[src/rtl/hpt_pkg.sv]
package hpt_pkg;
    typedef enum logic [2:0] {
        ST_IDLE,
        ST_SEG_CHECK,
        ST_TAG_READ,
        ST_DATA_READ,
        ST_DONE
    } walk_state_t;

    localparam int WORD_W      = 32;
    localparam int HASH_W      = 19;
    localparam int ENTRY_BYTES = 8;
endpackage

[src/rtl/hpt_grp_addr.sv]
module hpt_grp_addr
    import hpt_pkg::*;
#(
    parameter int IDX_W = 3
) (
    input  logic [WORD_W-1:0] seg_val,
    input  logic [WORD_W-1:0] la,
    input  logic [WORD_W-1:0] tbl_val,
    input  logic              pass_sec,
    input  logic [IDX_W-1:0]  slot,
    output logic [WORD_W-1:0] tag_addr,
    output logic [WORD_W-1:0] match_word
);
    localparam int PAD_W = WORD_W - IDX_W - 3;

    logic [HASH_W-1:0] hash_p;
    logic [HASH_W-1:0] hash_sel;
    logic [WORD_W-1:0] grp_base;
    logic              unused_bits;

    always_comb begin
        hash_p   = seg_val[HASH_W-1:0] ^ {3'b000, la[27:12]};
        hash_sel = pass_sec ? ~hash_p : hash_p;
        grp_base = {tbl_val[31:25],
                    tbl_val[24:16] | (tbl_val[8:0] & hash_sel[18:10]),
                    hash_sel[9:0],
                    6'b000000};
        tag_addr   = grp_base | {{PAD_W{1'b0}}, slot, 3'b000};
        match_word = {1'b1, seg_val[23:0], pass_sec, la[27:22]};
    end

    assign unused_bits = ^{seg_val[31:24], la[31:28], la[11:0], tbl_val[15:9]};
endmodule

[src/rtl/hpt_walk_fsm.sv]
module hpt_walk_fsm
    import hpt_pkg::*;
#(
    parameter int GROUP_ENTRIES = 8,
    parameter int IDX_W         = $clog2(GROUP_ENTRIES)
) (
    input  logic             clk,
    input  logic             rst_n,
    input  logic             start,
    input  logic             seg_direct,
    input  logic             mem_ack,
    input  logic             tag_eq,
    output walk_state_t      state,
    output logic             pass_sec,
    output logic [IDX_W-1:0] slot,
    output logic             mem_req,
    output logic             sel_data,
    output logic             done,
    output logic             load,
    output logic             ev_hit,
    output logic             ev_miss,
    output logic             ev_err,
    output logic             ev_match
);
    localparam logic [IDX_W-1:0] LAST_SLOT = IDX_W'(GROUP_ENTRIES - 1);

    walk_state_t state_nx;
    logic        last_slot;

    assign last_slot = (slot == LAST_SLOT);

    always_comb begin
        state_nx = state;
        unique case (state)
            ST_IDLE:      if (start) state_nx = ST_SEG_CHECK;
            ST_SEG_CHECK: state_nx = seg_direct ? ST_DONE : ST_TAG_READ;
            ST_TAG_READ: begin
                if (mem_ack) begin
                    if (tag_eq)                     state_nx = ST_DATA_READ;
                    else if (last_slot && pass_sec) state_nx = ST_DONE;
                end
            end
            ST_DATA_READ: if (mem_ack) state_nx = ST_DONE;
            ST_DONE:      state_nx = ST_IDLE;
            default:      state_nx = ST_IDLE;
        endcase
    end

    always_ff @(posedge clk) begin
        if (!rst_n) begin
            state    <= ST_IDLE;
            pass_sec <= 1'b0;
            slot     <= '0;
        end else begin
            state <= state_nx;
            if (state == ST_SEG_CHECK) begin
                pass_sec <= 1'b0;
                slot     <= '0;
            end else if (state == ST_TAG_READ && mem_ack && !tag_eq) begin
                if (last_slot) begin
                    pass_sec <= 1'b1;
                    slot     <= '0;
                end else begin
                    slot <= slot + 1'b1;
                end
            end
        end
    end

    always_comb begin
        mem_req  = (state == ST_TAG_READ) || (state == ST_DATA_READ);
        sel_data = (state == ST_DATA_READ);
        done     = (state == ST_DONE);
        load     = (state == ST_IDLE) && start;
        ev_err   = (state == ST_SEG_CHECK) && seg_direct;
        ev_match = (state == ST_TAG_READ) && mem_ack && tag_eq;
        ev_miss  = (state == ST_TAG_READ) && mem_ack && !tag_eq && last_slot && pass_sec;
        ev_hit   = (state == ST_DATA_READ) && mem_ack;
    end

    p_done_pulse_r10: assert property (@(posedge clk) disable iff (!rst_n)
        done |=> !done);

    p_err_no_read_r9: assert property (@(posedge clk) disable iff (!rst_n)
        (state == ST_SEG_CHECK && seg_direct) |=> !mem_req);
endmodule

[src/rtl/hpt_walker.sv]
module hpt_walker
    import hpt_pkg::*;
#(
    parameter int N_SEG         = 16,
    parameter int GROUP_ENTRIES = 8
) (
    input  logic                      clk,
    input  logic                      rst_n,
    input  logic                      start,
    input  logic [WORD_W-1:0]         la,
    input  logic                      is_fetch,
    input  logic [N_SEG*WORD_W-1:0]   seg_regs,
    input  logic [WORD_W-1:0]         tbl_reg,
    output logic                      mem_req,
    output logic [WORD_W-1:0]         mem_addr,
    input  logic                      mem_ack,
    input  logic [WORD_W-1:0]         mem_rdata,
    output logic                      done,
    output logic                      hit,
    output logic                      fault_ifetch,
    output logic                      fault_data,
    output logic                      err_direct,
    output logic [WORD_W-1:0]         pte_word,
    output logic [WORD_W-1:0]         pa,
    output logic [WORD_W-1:0]         pte_loc
);
    localparam int IDX_W = $clog2(GROUP_ENTRIES);
    localparam int SEL_W = $clog2(N_SEG);

    logic [WORD_W-1:0] la_q, seg_q, tbl_q;
    logic              fetch_q;
    logic [WORD_W-1:0] tag_addr, match_word;
    logic              pass_sec, sel_data, load;
    logic              ev_hit, ev_miss, ev_err, ev_match;
    logic [IDX_W-1:0]  slot;
    walk_state_t       state;
    logic [WORD_W-1:0] seg_pick;

    assign seg_pick = seg_regs[int'(la[WORD_W-1 -: SEL_W]) * WORD_W +: WORD_W];

    hpt_grp_addr #(.IDX_W(IDX_W)) u_addr (
        .seg_val    (seg_q),
        .la         (la_q),
        .tbl_val    (tbl_q),
        .pass_sec   (pass_sec),
        .slot       (slot),
        .tag_addr   (tag_addr),
        .match_word (match_word)
    );

    hpt_walk_fsm #(.GROUP_ENTRIES(GROUP_ENTRIES), .IDX_W(IDX_W)) u_fsm (
        .clk        (clk),
        .rst_n      (rst_n),
        .start      (start),
        .seg_direct (seg_q[31]),
        .mem_ack    (mem_ack),
        .tag_eq     (mem_rdata == match_word),
        .state      (state),
        .pass_sec   (pass_sec),
        .slot       (slot),
        .mem_req    (mem_req),
        .sel_data   (sel_data),
        .done       (done),
        .load       (load),
        .ev_hit     (ev_hit),
        .ev_miss    (ev_miss),
        .ev_err     (ev_err),
        .ev_match   (ev_match)
    );

    always_ff @(posedge clk) begin
        if (!rst_n) begin
            la_q         <= '0;
            seg_q        <= '0;
            tbl_q        <= '0;
            fetch_q      <= 1'b0;
            hit          <= 1'b0;
            fault_ifetch <= 1'b0;
            fault_data   <= 1'b0;
            err_direct   <= 1'b0;
            pte_word     <= '0;
            pte_loc      <= '0;
        end else if (load) begin
            la_q         <= la;
            seg_q        <= seg_pick;
            tbl_q        <= tbl_reg;
            fetch_q      <= is_fetch;
            hit          <= 1'b0;
            fault_ifetch <= 1'b0;
            fault_data   <= 1'b0;
            err_direct   <= 1'b0;
        end else begin
            if (ev_match) pte_loc <= tag_addr;
            if (ev_hit) begin
                hit      <= 1'b1;
                pte_word <= mem_rdata;
            end
            if (ev_miss) begin
                fault_ifetch <= fetch_q;
                fault_data   <= !fetch_q;
            end
            if (ev_err) err_direct <= 1'b1;
        end
    end

    assign mem_addr = sel_data ? (pte_loc | 32'd4) : tag_addr;
    assign pa       = {pte_word[31:12], la_q[11:0]};

    p_req_hold_r11: assert property (@(posedge clk) disable iff (!rst_n)
        (mem_req && !mem_ack) |=> (mem_req && $stable(mem_addr)));

    p_one_outcome_r8: assert property (@(posedge clk) disable iff (!rst_n)
        done |-> ($countones({hit, fault_ifetch, fault_data, err_direct}) == 1));

    p_word_align_r6: assert property (@(posedge clk) disable iff (!rst_n)
        (mem_req && !sel_data) |-> (mem_addr[2:0] == 3'd0));

    p_data_offset_r7: assert property (@(posedge clk) disable iff (!rst_n)
        (mem_req && sel_data) |-> (mem_addr == (pte_loc | 32'd4)));

    p_flags_hold_r10: assert property (@(posedge clk) disable iff (!rst_n)
        (state == ST_IDLE && !start) |=> $stable({hit, fault_ifetch, fault_data, err_direct}));
endmodule

[config.mk]
export PLATFORM = sky130hd
export DESIGN_NAME = hpt_walker
export DESIGN_NICKNAME = d
export VERILOG_FILES = /design/src/rtl/hpt_pkg.sv /design/src/rtl/hpt_grp_addr.sv /design/src/rtl/hpt_walk_fsm.sv /design/src/rtl/hpt_walker.sv
export SDC_FILE = /design/constraint.sdc
export NUM_CORES = 1
export LEC_CHECK = 0
export BUFFER_PORTS_ARGS = -buffer_cell sky130_fd_sc_hd__buf_4
export CAP_MARGIN = 40
export CORE_AREA = 2 2 294 296
export CTS_CLUSTER_SIZE = 14
export DETAILED_ROUTE_END_ITERATION = 6
export DIE_AREA = 0 0 296 298
export PLACE_DENSITY = 0.38
export REMOVE_ABC_BUFFERS = 1
export SLEW_MARGIN = 10
export SYNTH_ARGS = -nofsm -noshare
export SYNTH_HDL_FRONTEND = slang
export SYNTH_SLANG_ARGS = --single-unit
[constraint.sdc]
create_clock -name clk -period 2.7 [get_ports clk]
set_input_delay 0.27 -clock clk [delete_from_list [all_inputs] [get_ports clk]]
set_output_delay 0.27 -clock clk [all_outputs]
set_load 0.03 [all_outputs]
==> run summary, run 1 <==
Clock network
- **total clock buffers created by CTS** 17
- **CTS tree** done
- **clock buffer depth** 2
- **clock insertion delay at the later pin of the skew report** 0.50 ns
- **root buffer cell** sky130_fd_sc_hd__clkbuf_16
- **Clock Sinks** 151
- **number of H-tree levels** 4
- **clock transition at the register clock pins on the worst setup and hold paths after CTS** 0.07 ns
- **Setup Fix Bufs, Post-CTS** 0

Critical path
- **capturing instance or port of the critical path** mem_addr[12]
- **chain of cells forming the critical path** inv_1 -> or2_2 -> inv_4 -> buf_4 -> buf_4 -> nand2_1 -> o21ai_0 -> buf_4
- **launch point of the worst reg-to-reg path** seg_q[19]
- **crit path max-delay cell type** sky130_fd_sc_hd__dfxtp_2
- **Reg-to-Reg End** pte_loc[11]
- **largest driver fanout on the critical path** 11
- **largest stage delay on the critical path** 0.43 ns
- **required time of the critical path** 2.43 ns
- **cell seen most often among critical-path stages** sky130_fd_sc_hd__buf_4
- **kind of capture point of the worst setup path** output pin
- **WS Path Type** flip-flop to output pin
- **reg-to-reg slack, setup** 0.31 ns
- **endpoint arrival time on the critical path** 2.24 ns
- **kind of start point of the critical path** flip-flop
- **reg2reg path depth** 6
- **startpoint of the worst setup timing path** u_fsm.state[1]

Timing
- **share of the clock period used by the worst path** 92.90%
- **post-route minimum period** 2.508 ns
- **achievable frequency** 398.7 MHz
- **setup slack after layout** 0.1918 ns
- **RSZ-0062 raised after global routing** false
- **Final Max Tran Viols** 0
- **final hold violations** 0
- **number of endpoints failing setup at the final stage** 0
- **Max transition margin** 43.51%
- **final worst clock skew** 0.01910 ns
- **worst hold slack across all endpoints** 0.05119 ns
- **measured slew at the worst slew-check pin** 0.8456 ns

Yosys
- **fraction of the mapped netlist area in compound gates** 14.27%
- **number of synthesized flops with an enable pin** 0
- **area share of the largest cell type after synthesis** 30.32%
- **post-synthesis simple-gate area fraction** 15.90%
- **largest family of logic cells by synthesized area** multiplexers
- **Avg Cell Area, Syn** 9.477 sq um
- **most frequent cells after synthesis** sky130_fd_sc_hd__nand2_1 (258), sky130_fd_sc_hd__dfxtp_1 (151), sky130_fd_sc_hd__mux4_2 (100)
- **main area contributors after synthesis** sky130_fd_sc_hd__dfxtp_1 (30%), sky130_fd_sc_hd__mux4_2 (23%), sky130_fd_sc_hd__nand2_1 (9.7%), sky130_fd_sc_hd__a21boi_0 (6.3%), sky130_fd_sc_hd__xnor2_1 (4.7%)
- **count of warnings emitted by yosys** 0
- **number of distinct library cells after synthesis** 42
- **parity-gate share of the synthesized area counting xor and xnor cells** 5.798%
- **post-synthesis cell type with the largest combined area** sky130_fd_sc_hd__dfxtp_1
- **prevailing post-synth register cell** sky130_fd_sc_hd__dfxtp_1
- **adder-cell area share of the yosys netlist** 0.2510%
- **sequential fraction of the synthesis area** 30.32%
- **Synth Instances** 1052
- **most instantiated library cell after synthesis** sky130_fd_sc_hd__nand2_1
- **mux cell area share after synthesis** 26.13%
- **Post-Synthesis Cell Area** 9970 sq um
- **flop and latch count out of synthesis** 151
- **share of async-settable or async-resettable flops after synthesis** 0%

Pwr
- **total leakage power** 7.064 nW
- **Peak VDD IR** 0.3062 mV
- **cell area power density** 540.8 nW/um^2

Final layout
- **Layout area overhead** 70.87%
- **number of nets in the layout** 2278
- **fraction of final layout cells with drive strength greater than 1** 49.58%
- **post-route cell area** 17040 sq um
- **final standard cell utilization of the core** 20.07%

Floorplan
- **Die Footprint** 88210 sq um
- **Core Footprint** 84880 sq um
- **Initial Utilization** 11.75%
- **height of the die** 298 um
- **die span in x** 296 um
- **number of placement rows** 107
- **boundary pin count** 747

Job
- **max-cap viol count** 0

GRT
- **number of global-route vias before repair** 11077
- **pin count of the biggest net entering global routing** 117
- **total congestion overflow after global routing** 0
- **global-route wire length before repair** 84.65 mm
- **overall fraction of global-route tracks in use** 13.90%
- **antenna violations before repair** 31

Detailed routing
- **routed length per instance** 22.09 um
- **post-route DRC violation count** 0
- **total vias in the final route** 10558
- **average via count per standard cell** 3.729
- **routed wire length** 62.54 mm
- **Iteration-0 DRC Markers** 401
- **iteration count of the initial detailed-routing pass** 4
- **number of nets still failing antenna checks after routing** 0

Placement
- **placed wire-length estimate after detailed placement** 52.84 mm
- **count of buffers inserted at the top-level ports** 622
- **worst slack at placement** 0.07422 ns
- **post-placement cell area** 15940 sq um
- **gpl congestion** 0.8629

Min path
- **Hold/Removal Path Class** primary input to flip-flop

Outcome
- **status** finished, final reports clean

==> logic make-up after synthesis <==
family          Yosys count
simple gates            370
buf+inv                 132
mux                     134
flops                   151
other cells               1
compound gates          196
xor+xnor                 66
fa+ha+maj                 2
==> critical path: cells and delay by family, from the launching register on <==
kind / cells / cell delay (ns)
buffers and inverters: 5 / 0.79
flip-flops: 1 / 0.43
AO/OA/AOI/OAI: 1 / 0.12
AND/OR/NAND/NOR: 2 / 0.40
==> worst min path at each step <==
| stage | from | endpoint | slack, ns | cells after the start |
|---|---|---|---|---|
| floorplan | mem_rdata[0] | pte_word[0] | 0.40 | 2 |
| global placement | pte_word[0] | pte_word[0] | 0.45 | 2 |
| detailed placement | pte_word[0] | pte_word[0] | 0.46 | 2 |
| CTS | tbl_reg[23] | tbl_q[23] | 0.0008 | 3 |
| global route | mem_rdata[23] | pte_word[23] | 0.02 | 3 |
| finish | tbl_reg[25] | tbl_q[25] | 0.05 | 3 |
==> routing by layer <==
metal	routed length, um	share of wire, %	global-route usage [%]	vias up
li1	-	-	-	4966
met1	26330	42	16.77	5093
met2	30680	49	23.18	424
met3	4021	6.4	4.230	65
met4	1444	2.3	4.966	10
met5	65	0.10	0	-
==> cell usage in the layout, fill, tap and decap left out, types with 2 or more instances in the layout <==
master / Yosys / routed
sky130_fd_sc_hd__buf_4: 46 / 660
sky130_fd_sc_hd__nand2_1: 258 / 257
sky130_fd_sc_hd__dfxtp_1: 151 / 149
sky130_fd_sc_hd__mux4_2: 100 / 100
sky130_fd_sc_hd__a21boi_0: 84 / 84
sky130_fd_sc_hd__xnor2_1: 53 / 50
sky130_fd_sc_hd__dlygate4sd3_1: 0 / 43
sky130_fd_sc_hd__o21ai_0: 36 / 36
sky130_fd_sc_hd__nor2_1: 31 / 30
sky130_fd_sc_hd__nand3_1: 31 / 30
sky130_fd_sc_hd__a22o_1: 26 / 26
sky130_fd_sc_hd__a221oi_1: 25 / 25
sky130_fd_sc_hd__mux2i_1: 24 / 24
sky130_fd_sc_hd__clkbuf_16: 0 / 17
sky130_fd_sc_hd__xor2_1: 13 / 13
sky130_fd_sc_hd__nor2b_1: 15 / 13
sky130_fd_sc_hd__and2_1: 13 / 12
sky130_fd_sc_hd__diode_2: 0 / 11
sky130_fd_sc_hd__a21oi_1: 10 / 10
sky130_fd_sc_hd__nand4_1: 10 / 10
sky130_fd_sc_hd__buf_12: 1 / 9
sky130_fd_sc_hd__mux2_2: 7 / 7
sky130_fd_sc_hd__a21o_1: 6 / 6
sky130_fd_sc_hd__conb_1: 1 / 5
sky130_fd_sc_hd__inv_6: 0 / 5
sky130_fd_sc_hd__inv_8: 0 / 5
sky130_fd_sc_hd__nand2b_1: 4 / 4
sky130_fd_sc_hd__buf_6: 3 / 4
sky130_fd_sc_hd__xnor2_2: 0 / 3
sky130_fd_sc_hd__a21boi_1: 3 / 3
sky130_fd_sc_hd__mux2_1: 3 / 3
sky130_fd_sc_hd__or2_2: 2 / 2
sky130_fd_sc_hd__nor4_4: 2 / 2
sky130_fd_sc_hd__ha_1: 2 / 2
sky130_fd_sc_hd__bufinv_16: 0 / 2
sky130_fd_sc_hd__clkinv_4: 0 / 2
sky130_fd_sc_hd__buf_8: 0 / 2
sky130_fd_sc_hd__dfxtp_2: 0 / 2
==> power breakdown <==
part | internal (W) | switching [W]
Clock | 0.00141 | 0.00124
Combinational | 0.00170 | 0.00213
Sequential | 0.00250 | 0.000240
==> flip-flops by register name, summed over array words and instances, names as in the netlist <==
signal          flops
err_direct          1
fetch_q             1
pte_word           32
u_fsm.pass_sec      1
pte_loc            29
tbl_q              25
u_fsm.state         3
u_fsm.slot          3
hit                 1
la_q               28
seg_q              25
fault_ifetch        1
fault_data          1
==> final cells by class <==
type | instances | area (sq um)
Inverter | 2 | 10.01
Antenna cell | 11 | 27.53
Timing Repair Buffer | 718 | 5640
Clock buffer | 18 | 429.2
Sequential cell | 151 | 3025
Multi-Input combinational cell | 773 | 6294
Fill cell | 9540 | 67840
Tap cell | 1144 | 1431
Clock inverter | 14 | 177.7
==> through the flow <==
stage          cells  total power (W)    TNS, ns
5_1_grt         2828         0.009784          0
6_report        2831         0.009212          0
3_3_place_gp    2743         0.006600          0
2_1_floorplan    926         0.004528     -11.03
4_1_cts         2820         0.009447  -0.004730
3_5_place_dp    2745         0.006641          0
==> timing repair <==
item,in CTS,in global routing
endpoints found under the hold margin,43,0
resized for setup,4,3
endpoints found under the setup margin,4,3
hold buffers,43,0
pin swaps,0,0
(Power assumes the default switching activity.)
==> run 2, diff against run 1 <==
Settings changed: CORE_AREA 2 2 294 296 to 2 2 288 290, CTS_BUF_LIST set to sky130_fd_sc_hd__clkbuf_16, DIE_AREA 0 0 296 298 to 0 0 290 292.
==> run 2 against run 1 <==
  * Critical path depth shrank 1
  * Non-clock buffer count shrank 34
  * Design area shrank 2.8%
  * Total power shrank 3.1%
  * Clock power shrank 6%
==> run summary, run 2 (synthesis results as in run 1) <==
Final layout
- **fraction of final layout cells with drive strength greater than 1** 50.61%, +1.0 points
- **multi-input logic area** 6279 sq um, -0.24%
- **number of flip-flops under the largest register name** 32, unchanged
- **count of fill cells added during filler insertion** 8984, -5.8%
- **biggest regs** pte_word: 32 flops, pte_loc: 29 flops, la_q: 28 flops
- **FF+latch area** 3025 sq um, unchanged
- **most used cells in the layout excluding fill and tap cells** sky130_fd_sc_hd__buf_4 (664), sky130_fd_sc_hd__nand2_1 (257), sky130_fd_sc_hd__dfxtp_1 (149)
- **register with the most flip-flops** pte_word
- **most common library cell in the layout ignoring fill and taps** sky130_fd_sc_hd__buf_4
- **Layout area overhead** 66.04%
- **post-route cell area** 16550 sq um, -2.8%
- **number of nets in the layout** 2244, -1.5%

Critical path
- **reg2reg path depth** 9, +3
- **reg-to-reg slack, setup** 0.40 ns, +0.09 ns
- **launch point of the worst reg-to-reg path** seg_q[19]
- **WS Path Type** flip-flop to output pin
- **largest driver fanout on the critical path** 14, +3
- **required time of the critical path** 2.43 ns, about the same
- **kind of capture point of the worst setup path** output pin
- **Reg-to-Reg End** pte_loc[11]
- **kind of start point of the critical path** flip-flop
- **endpoint arrival time on the critical path** 2.24 ns, about the same

Timing
- **measured slew at the worst slew-check pin** 0.8325 ns, -0.01316 ns
- **share of the clock period used by the worst path** 93.13%, +0.24 points
- **final worst clock skew** 0.01856 ns, -0.0005372 ns
- **worst hold slack across all endpoints** 0.04819 ns, -0.003003 ns
- **post-route minimum period** 2.515 ns, +0.006353 ns
- **Total Negative Setup Slacks** 0 ns, unchanged
- **Final Max Tran Viols** 0, unchanged
- **final hold violations** 0, unchanged
- **number of endpoints failing setup at the final stage** 0, unchanged
- **Max transition margin** 44.39%, +0.88 points
- **achievable frequency** 397.7 MHz, -0.25%
- **setup slack after layout** 0.1855 ns, -0.006353 ns
- **RSZ-0062 raised after global routing** false

Placement
- **gpl congestion** 0.8794, +1.9%
- **worst slack at placement** 0.1068 ns, +0.03255 ns
- **count of buffers inserted at the top-level ports** 622, unchanged
- **post-placement cell area** 15860 sq um, -0.45%
- **placed wire-length estimate after detailed placement** 50.47 mm, -4.5%

Clock network
- **Clock Sinks** 151, unchanged
- **Setup Fix Bufs, Post-CTS** 0, unchanged
- **CTS tree** done
- **number of H-tree levels** 4, unchanged
- **clock insertion delay at the later pin of the skew report** 0.49 ns, about the same
- **clock buffer depth** 2, unchanged
- **root buffer cell** sky130_fd_sc_hd__clkbuf_16
- **clock transition at the register clock pins on the worst setup and hold paths after CTS** 0.07 ns, about the same
- **total clock buffers created by CTS** 17, unchanged

Floorplan
- **number of placement rows** 105, -1.9%
- **die span in x** 290 um, -2.0%
- **boundary pin count** 747, unchanged
- **Core Footprint** 81580 sq um, -3.9%
- **Die Footprint** 84680 sq um, -4.0%
- **Initial Utilization** 12.22%, +0.47 points
- **height of the die** 292 um, -2.0%

Pwr
- **Peak VDD IR** 0.4839 mV, +58%
- **cell area power density** 539.2 nW/um^2, -0.29%
- **total leakage power** 6.895 nW, -2.4%
- **total power consumption of the routed design** 0.008926 W, -3.1%

GRT
- **pin count of the biggest net entering global routing** 107, -8.5%
- **global-route wire length before repair** 82.39 mm, -2.7%
- **antenna violations before repair** 22, -29%
- **total congestion overflow after global routing** 0, unchanged
- **overall fraction of global-route tracks in use** 13.81%, -0.092 points
- **number of global-route vias before repair** 10811, -2.4%

Min path
- **Cells on Worst Hold Path** 3, unchanged
- **hold wc startpoint** la[5]
- **WHS Endpoint** la_q[5]
- **Hold/Removal Path Class** primary input to flip-flop

Job
- **max-cap viol count** 0, unchanged

Detailed routing
- **average via count per standard cell** 3.835, +2.8%
- **number of nets still failing antenna checks after routing** 0, unchanged
- **routed length per instance** 22.13 um, +0.19%
- **iteration count of the initial detailed-routing pass** 5, +1
- **Iteration-0 DRC Markers** 472, +18%
- **total vias in the final route** 10420, -1.3%
- **routed wire length** 60.13 mm, -3.8%
- **post-route DRC violation count** 0, unchanged

Outcome
- **status** finished, final reports clean

run 2: cell count changes in the layout (fill, tap and decap cells not counted), sizes merged:
cell | before | now
clkinv | 2 | 7
dlygate4sd3 | 43 | 6
inv | 12 | 5
buf | 675 | 677
diode | 11 | 5
clkinvlp | 0 | 3
run 2: worst max-delay path by stage:
stage,from,cells past startpoint,endpoint,slack [ns]
floorplan,u_fsm.pass_sec,5,pte_loc[10],-0.42
global placement,la[28],7,seg_q[13],0.16
detailed placement,la[28],7,seg_q[13],0.11
CTS,u_fsm.pass_sec,7,mem_addr[20],0.02
global route,u_fsm.state[1],7,mem_addr[18],0.03
finish,u_fsm.state[1],7,mem_addr[18],0.19
run 2: metal layers:
metal / GRT usage (%) / share of wire [%] / up-vias / routed length [um]
met5: 0 / 0.020 / - / 12
met2: 24.31 / 50 / 426 / 30320
met1: 16.82 / 42 / 5058 / 25130
li1: - / - / 4892 / -
met4: 2.668 / 1.2 / 2 / 751
met3: 3.813 / 6.5 / 42 / 3917
run 2: repair_timing:
action / CTS / global route
setup endpoints to repair: 13 / 3
gates cloned: 0 / 1
endpoints found under the hold margin: 6 / 0
resized for setup: 2 / 3
hold buffers: 6 / 0
run 2: power breakdown:
part	leakage (nW)	total (W)	internal, W	switching [W]
clock	0.275	0.00250	0.00136	0.00114
sequential	1.23	0.00276	0.00250	0.000253
combinational	5.39	0.00367	0.00164	0.00203
run 2: critical path, cell delays in order, from the launching register on:
cell and delay [ns]:
sky130_fd_sc_hd__dfxtp_2 0.43, sky130_fd_sc_hd__inv_1 0.15, sky130_fd_sc_hd__or2_2 0.37, sky130_fd_sc_hd__inv_6 0.16
sky130_fd_sc_hd__buf_12 0.20, sky130_fd_sc_hd__nor2_1 0.06, sky130_fd_sc_hd__nor2_1 0.18, sky130_fd_sc_hd__buf_4 0.20
run 2: final cells by class:
| cell class | count | share of cell area, % |
|---|---|---|
| tap | 1070 | 8.088 |
| antenna | 5 | 0.07559 |
| timing repair buffer | 684 | 32.06 |
| clock buffer | 17 | 2.570 |
| multi-input combinational | 773 | 37.93 |
| sequential | 151 | 18.28 |
| clock inverter | 15 | 0.9221 |
| inverter | 2 | 0.07559 |
run 2: metrics by stage:
step	util, %	std cells
2_1_floorplan	-	926
3_3_place_gp	19.43	2672
3_5_place_dp	19.44	2673
4_1_cts	20.23	2711
5_1_grt	20.28	2714
6_report	20.29	2717
